<file path="src/rtl/ief_pkg.sv">
package ief_pkg;
    localparam int OP_W  = 8;
    localparam int PL_W  = 2;
    localparam int ERR_W = 16;

    localparam logic [OP_W-1:0]  OP_SET_IE = 8'hFB;
    localparam logic [OP_W-1:0]  OP_CLR_IE = 8'hFA;
    localparam logic [ERR_W-1:0] GP_ERR_ZERO = '0;
    localparam logic [PL_W-1:0]  PL_LEAST = {PL_W{1'b1}};

    typedef enum logic [1:0] {
        CMD_NONE,
        CMD_SET,
        CMD_CLR
    } ie_cmd_e;

    typedef struct packed {
        logic            pe;
        logic            vm;
        logic [PL_W-1:0] cpl;
        logic [PL_W-1:0] iopl;
    } priv_ctx_t;

    typedef struct packed {
        logic flag;
        logic shadow;
    } ie_state_t;

    function automatic ie_cmd_e decode_op(input logic vld, input logic [OP_W-1:0] op);
        if (!vld)
            return CMD_NONE;
        else if (op == OP_SET_IE)
            return CMD_SET;
        else if (op == OP_CLR_IE)
            return CMD_CLR;
        else
            return CMD_NONE;
    endfunction

    function automatic logic priv_ok(input priv_ctx_t c);
        if (!c.pe)
            return 1'b1;
        else if (!c.vm)
            return c.cpl <= c.iopl;
        else
            return c.iopl == PL_LEAST;
    endfunction
endpackage

</file>
<file path="src/rtl/ief_decode.sv">
module ief_decode
    import ief_pkg::*;
(
    input  logic            retire_vld,
    input  logic [OP_W-1:0] retire_op,
    output ie_cmd_e         cmd,
    output logic            boundary
);
    always_comb begin
        cmd      = decode_op(retire_vld, retire_op);
        boundary = retire_vld;
    end
endmodule

</file>
<file path="src/rtl/ief_priv_check.sv">
module ief_priv_check
    import ief_pkg::*;
(
    input  ie_cmd_e   cmd,
    input  priv_ctx_t ctx,
    output logic      allow_upd,
    output logic      raise_fault
);
    logic ok;
    logic is_flag_cmd;

    always_comb begin
        ok          = priv_ok(ctx);
        is_flag_cmd = (cmd == CMD_SET) || (cmd == CMD_CLR);
        allow_upd   = is_flag_cmd && ok;
        raise_fault = is_flag_cmd && !ok;
    end
endmodule

</file>
<file path="src/rtl/ief_state.sv">
module ief_state
    import ief_pkg::*;
(
    input  logic             clk,
    input  logic             rst,
    input  logic             boundary,
    input  ie_cmd_e          cmd,
    input  logic             allow_upd,
    input  logic             raise_fault,
    output ie_state_t        st_q,
    output logic             fault_q,
    output logic [ERR_W-1:0] code_q
);
    ie_state_t st_d;
    logic      fault_d;

    always_comb begin
        st_d    = st_q;
        fault_d = 1'b0;
        if (boundary) begin
            if (raise_fault) begin
                fault_d = 1'b1;
            end else if (allow_upd && cmd == CMD_SET) begin
                st_d.flag   = 1'b1;
                st_d.shadow = !st_q.flag;
            end else if (allow_upd && cmd == CMD_CLR) begin
                st_d.flag   = 1'b0;
                st_d.shadow = 1'b0;
            end else begin
                st_d.shadow = 1'b0;
            end
        end
    end

    always_ff @(posedge clk) begin
        if (rst) begin
            st_q    <= '0;
            fault_q <= 1'b0;
            code_q  <= GP_ERR_ZERO;
        end else begin
            st_q    <= st_d;
            fault_q <= fault_d;
            code_q  <= GP_ERR_ZERO;
        end
    end
endmodule

</file>
<file path="src/rtl/ief_gate.sv">
module ief_gate
    import ief_pkg::*;
(
    input  ie_state_t st,
    input  logic      ext_irq,
    input  logic      nmi_req,
    input  logic      exc_req,
    output logic      take_intr,
    output logic      take_nmi,
    output logic      take_exc
);
    always_comb begin
        take_intr = ext_irq && st.flag && !st.shadow;
        take_nmi  = nmi_req;
        take_exc  = exc_req;
    end
endmodule

</file>
<file path="src/rtl/ief_ctrl.sv">
module ief_ctrl
    import ief_pkg::*;
(
    input  logic             clk,
    input  logic             rst,
    input  logic             retire_vld,
    input  logic [OP_W-1:0]  retire_op,
    input  logic             prot_en,
    input  logic             virt_mode,
    input  logic [PL_W-1:0]  cpl,
    input  logic [PL_W-1:0]  iopl,
    input  logic             ext_irq,
    input  logic             nmi_req,
    input  logic             exc_req,
    output logic             ie_flag,
    output logic             ie_shadow,
    output logic             take_intr,
    output logic             take_nmi,
    output logic             take_exc,
    output logic             gp_fault,
    output logic [ERR_W-1:0] gp_code
);
    ie_cmd_e   cmd;
    logic      boundary;
    logic      allow_upd;
    logic      raise_fault;
    priv_ctx_t ctx;
    ie_state_t st_q;

    assign ctx = '{pe: prot_en, vm: virt_mode, cpl: cpl, iopl: iopl};

    ief_decode u_dec (
        .retire_vld (retire_vld),
        .retire_op  (retire_op),
        .cmd        (cmd),
        .boundary   (boundary)
    );

    ief_priv_check u_priv (
        .cmd         (cmd),
        .ctx         (ctx),
        .allow_upd   (allow_upd),
        .raise_fault (raise_fault)
    );

    ief_state u_st (
        .clk         (clk),
        .rst         (rst),
        .boundary    (boundary),
        .cmd         (cmd),
        .allow_upd   (allow_upd),
        .raise_fault (raise_fault),
        .st_q        (st_q),
        .fault_q     (gp_fault),
        .code_q      (gp_code)
    );

    ief_gate u_gate (
        .st        (st_q),
        .ext_irq   (ext_irq),
        .nmi_req   (nmi_req),
        .exc_req   (exc_req),
        .take_intr (take_intr),
        .take_nmi  (take_nmi),
        .take_exc  (take_exc)
    );

    assign ie_flag   = st_q.flag;
    assign ie_shadow = st_q.shadow;
endmodule

</file>
<file path="config.mk">
export PLATFORM = sky130hd
export DESIGN_NAME = ief_ctrl
export DESIGN_NICKNAME = d
export VERILOG_FILES = /design/src/rtl/ief_pkg.sv /design/src/rtl/ief_decode.sv /design/src/rtl/ief_priv_check.sv /design/src/rtl/ief_state.sv /design/src/rtl/ief_gate.sv /design/src/rtl/ief_ctrl.sv
export SDC_FILE = /design/constraint.sdc
export NUM_CORES = 1
export LEC_CHECK = 0
export CAP_MARGIN = 30
export CORE_MARGIN = 10
export CORE_UTILIZATION = 30
export CTS_CLUSTER_SIZE = 28
export DETAILED_ROUTE_END_ITERATION = 10
export GPL_TIMING_DRIVEN = 0
export PLACE_DENSITY = 0.88
export SYNTH_ARGS = -nofsm -noshare
export SYNTH_HDL_FRONTEND = slang
export SYNTH_HIERARCHICAL = 1
export SYNTH_SLANG_ARGS = --single-unit
</file>
<file path="constraint.sdc">
create_clock -name clk -period 4.5 [get_ports clk]
set_input_delay 0.675 -clock clk [delete_from_list [all_inputs] [get_ports clk]]
set_output_delay 0.675 -clock clk [all_outputs]
set_load 0.05 [all_outputs]
</file>
# Yosys cells after proc, flatten, opt, wreduce, memory -nomap -nowiden

Cells that the tools add are included.

Input port bits: 20
Bits in registers: 3
Word-level logic and storage cells: 33
Output and inout port bits: 22

Eq/ne operators: 5
Magnitude comparators: 1
Multiplexer cells: 8
Bitwise gates (word level): 2
Reductions and logical operators: 14

Operator list:

| kind                                           | count |
|---|---|
| == test 8 bit (second input constant)          | 2 |
| 2-to-1 mux 2 bit                               | 4 |
| logical AND 1 bit                              | 6 |
| == test 2 bit (second input constant)          | 2 |
| 2-to-1 mux 1 bit                               | 4 |
| logical NOT 1 bit                              | 3 |
| AND reduction 3 bit                            | 1 |
| == test 2 x 1 -> 1 bit (second input constant) | 1 |
| <= comparator 2 bit                            | 1 |
| NOT 1 bit                                      | 2 |
| AND reduction 2 bit                            | 1 |
| nonzero test 2 bit                             | 1 |
| OR reduction 2 bit                             | 1 |
| logical OR 1 bit                               | 1 |

# Longest topological paths before layout

Depth in word-level cells: 10
Depth in mapped cells: 8
Mapped depth without buffers: 8

# Cells and area by module

Netlist, hierarchy kept.

By module, submodules not included:

| module         | area each (µm²) | instances | sequential area each (µm²) | cells each |
|---|---|---|---|---|
| ief_state      | 256.5           | 1         | 60.1                       | 31 |
| ief_priv_check | 91.3            | 1         | 0.0                        | 13 |
| ief_decode     | 36.3            | 1         | 0.0                        | 6 |
| ief_gate       | 23.8            | 1         | 0.0                        | 3 |

# Worst setup path after synthesis

Ideal clock, no wire load.

Path type: input port to flip-flop
Start: input port retire_op[2]
End: register u_st/st_q[1] (netlist name)
Stages on the path: 7
Slack: 2.300 ns
Setup time: 0.103 ns
Arrival time: 2.096 ns
Data required time: 4.397 ns
Buffers on the path: 0
Cells stage by stage: nand4b_1 nor3_1 xnor2_1 and4bb_1 nor2b_2 a31oi_1 a2111oi_2

Elaborated cells between the ends (all ways): 16
Those cells by class: eq/ne (4); mux (4); bitwise (1); reduce/logical (7)

RTL lines:

| item                                                    | RTL line             | source |
|---|---|---|
| start: declaration                                      | ief_ctrl.sv:7        | `input logic [OP_W-1:0] retire_op,` |
| == test 8 bit                                           | ief_pkg.sv:34        | `else if (op == OP_CLR_IE)` |
| 2-to-1 mux 2 bit                                        | ief_pkg.sv:34        |  |
| 2-to-1 mux 2 bit *                                      | ief_pkg.sv:32        | `else if (op == OP_SET_IE)` |
| 2-to-1 mux 2 bit *                                      | ief_pkg.sv:30        | `if (!vld)` |
| net cmd[1]                                              | ief_ctrl.sv:23       | `ie_cmd_e cmd;` |
| == test 2 x 1 -> 1 bit or == test 2 bit (tied branches) | ief_priv_check.sv:14 | `is_flag_cmd = (cmd == CMD_SET) \|\| (cmd == CMD_CLR);` |
| logical OR 1 bit *                                      | ief_priv_check.sv:14 |  |
| logical AND 1 bit *                                     | ief_priv_check.sv:16 | `raise_fault = is_flag_cmd && !ok;` |
| net raise_fault                                         | ief_ctrl.sv:26       | `logic raise_fault;` |
| NOT 1 bit (no source line) *                            | -                    |  |
| AND reduction 3 bit (no source line) *                  | -                    |  |

The timed path passes the listed nets; every way through them passes the cells marked *.
A chain may end at the register's enable or synchronous reset.

# Worst setup path in the final report

Start: input port ext_irq
End: output port take_intr

Longest elaborated chain between the ends: 2

RTL lines:

| item                           | RTL line       | source |
|---|---|---|
| start: declaration             | ief_ctrl.sv:12 | `input logic ext_irq,` |
| logical AND 1 bit (2 in a row) | ief_gate.sv:13 | `take_intr = ext_irq && st.flag && !st.shadow;` |
| end: declaration               | ief_ctrl.sv:17 | `output logic take_intr,` |

Every way passes these cells.

==> results.tsv <==
metric	value	unit
outcome	finished clean	
power share of the clock group	32.1	%
Worst EP required	3.83	ns
number of filler cells placed in the layout	129	
max_cap viols	0	
min cycle time layout	2.749	ns
layout cell share with drive strength beyond 1	25.26	%
Clock Latency Late Sink	0.22	ns
Post-CTS Setup Bufs	0	
leak pwr	0.3610	nW
crit-path leading delay family	buffers and inverters	
cts bufs inserted	3	
clk buf depth	2	
Synth top area share	34.97	%
met2 WL	581	microns
kind of start point of the critical path	primary input	
Port Buffer Count	23	
ANT cells	0	
period utilization	61.09	%
Nets	118	
CTS sink cnt	3	
wire per inst	10.53	microns
Worst slew margin	65.27	%
Hold Buf Count CTS	0	
num rows	13	
synth unique cells	23	
Least-Margin Pin Slew	0.5170	ns
DRC	0	
vias per inst	4.091	
CTS H-tree lvls	1	
root buf cell	clkbuf_4	
synth top area cells	buf_4 35%, dfxtp_1 15%, ha_1 6.1%	
Slew Limit Fails	0	
pre-CTS WS	1.684	ns
Overall Global Routing Usage	6.889	%
CP Class	in -> out	
top layer in use	met4	
sequential group share of total power	18.7	%
Yosys reg bits	3	
ANT nets after route	0	
Clock Pin Slew Worst Setup and Hold Paths	0.04	ns
Post-Syn Instances	53	
Die W	56.88	microns
Main synth FF type	dfxtp_1	
core area	1285	sq um
Mapped Area	407.9	sq um
Pint	0.00008839	W
post-DP HPWL	1090	microns
M1 wire length	335	microns
First DRT Iteration DRCs	5	
sequential area share after synthesis	14.72	%
Crit. End Element	output pin	
final hold viol count	0	
Area Overhead vs Synth	81.29	%
sw power	0.00005438	W
boundary pin count	42	
Chip Height	56.88	microns
# setup viols final	0	
TritonCTS clock tree	built	
FMAX	0.3638	GHz
Post-synth EDFFs	0	
clock skew	0.002865	ns
GR Overflow Total	0	
total iterations of the first detailed-routing run	4	
peak per-stage delay on the critical path	0.80	ns
initial antenna violation count	0	
Ys Warns	6	
Post-synth top cells	19 x buf_4, 5 x inv_1, 3 x dfxtp_1, 3 x nor2_1	
FFs w/ async S/R, synth	0	%
top-count cell post-synth	buf_4	
most used cell, CP	clkdlybuf4s50_1	
final setup margin	1.751	ns
synthesized area per cell	7.696	sq um
Worst EP arrival	2.07	ns
Placer Congestion	0.6230	
combinational share of power	49.1	%
Sum Neg Setup Slack	0	ns
Die ar.	3235	sq um
first-pass GRT wire length	1794	microns
area leader, netlist	buf_4	
sw frac	38.09	%
vias	450	
slowest stage cell, crit path	clkdlybuf4s50_1	
WP buf/inv	2	
initial core utilization	31.74	%
cts repair resizes	0	
Routed WL	1158	microns
met3 wire len	220	microns
pin count of the biggest net entering global routing	6	
cells along the critical path	clkdlybuf4s50_1, and3b_1, clkdlybuf4s50_1	
CP max FO	1	
unrepaired setup endpoints after global routing	false	
hold crit path type	reg -> reg	
power per cell area	193.1	nW/um^2
Max VDD drop	0.08105	mV
vias in the first global route	443	
-- area by class of cell --
type | count | area, sq um | share of cell area, %
clock buffer | 4 | 26.28 | 3.553
multi-input combinational | 41 | 242.7 | 32.83
sequential | 3 | 60.06 | 8.122
tap | 15 | 18.77 | 2.538
inverter | 5 | 18.77 | 2.538
buffer | 19 | 142.6 | 19.29
timing repair buffer | 23 | 230.2 | 31.13
-- final timing paths --
kind	startpoint	to	slack (ns)	cells past startpoint
hold reg to reg	u_st/st_q[0]$_SDFFE_PP0P_	u_st/st_q[0]$_SDFFE_PP0P_	0.49	2
setup reg to reg	u_st/st_q[1]$_SDFFE_PP0P_	u_st/st_q[1]$_SDFFE_PP0P_	3.66	2
setup / recovery	ext_irq	take_intr	1.75	3
hold / removal	u_st/st_q[0]$_SDFFE_PP0P_	u_st/st_q[0]$_SDFFE_PP0P_	0.49	2
-- cell usage in the layout, fill, tap and decap left out, drive strengths merged --
cell	synthesis	final
and3b	1	1
clkdlybuf4s50	0	23
and4bb	1	1
a31oi	1	1
nand3	1	1
nand2b	1	1
nor3	2	2
a21oi	1	1
xnor2	1	1
nand4	2	2
nand4b	1	1
and4b	1	1
buf	19	19
a41oi	1	1
ha	2	2
nor2b	1	1
inv	5	5
nand3b	1	1
nand2	2	2
dfxtp	3	3
o21ai	1	1
conb	1	16
nor2	3	3
clkbuf	0	4
a2111oi	1	1
-- kinds of logic after synthesis --
family / after synthesis / share of synthesized area [%]
other cells: 1 / 0.9194
flops: 3 / 14.72
simple gates: 17 / 26.69
xor+xnor: 1 / 2.148
buf+inv: 24 / 39.57
compound gates: 5 / 9.814
fa+ha+maj: 2 / 6.134
-- flip-flops by register name, indices dropped and copies added, names as in the netlist --
signal / cells
u_st/st_q: 2
u_st/fault_q: 1
-- tightest hold or removal path: cells and delay by family (launching register included) --
| family | cells | cell delay (ns) |
|---|---|---|
| flip-flops | 1 | 0.32 |
| AND/OR/NAND/NOR | 1 | 0.07 |
| AO/OA/AOI/OAI | 1 | 0.05 |
-- per-stage QoR --
stage,util (%),instances,total power (W),hold slack [ns],cell area [sq um]
2_1_floorplan,-,68,0.00007780,0.6911,464.2
3_3_place_gp,55.50,106,0.00009550,0.4700,713.2
3_5_place_dp,55.50,106,0.00009647,0.4951,713.2
4_1_cts,57.55,110,0.0001432,0.5010,739.5
5_1_grt,57.55,110,0.0001496,0.5103,739.5
6_report,57.55,110,0.0001428,0.4896,739.5
-- per-layer routing --
metal / global-route usage [%] / up-vias
met5: 0 / -
met4: 5.034 / 0
met3: 6.067 / 2
met2: 11.60 / 27
met1: 4.797 / 191
li1: - / 230
-- power groups by stage --
stage	combinational (W)	sequential (W)	clock (W)
CTS	0.0000694	0.0000267	0.0000470
global route	0.0000744	0.0000267	0.0000485
global placement	0.0000684	0.0000271	0
detailed placement	0.0000693	0.0000271	0
floorplan	0.0000506	0.0000272	0
finish	0.0000702	0.0000267	0.0000459
Note: power is estimated with default switching activity, not from simulation.
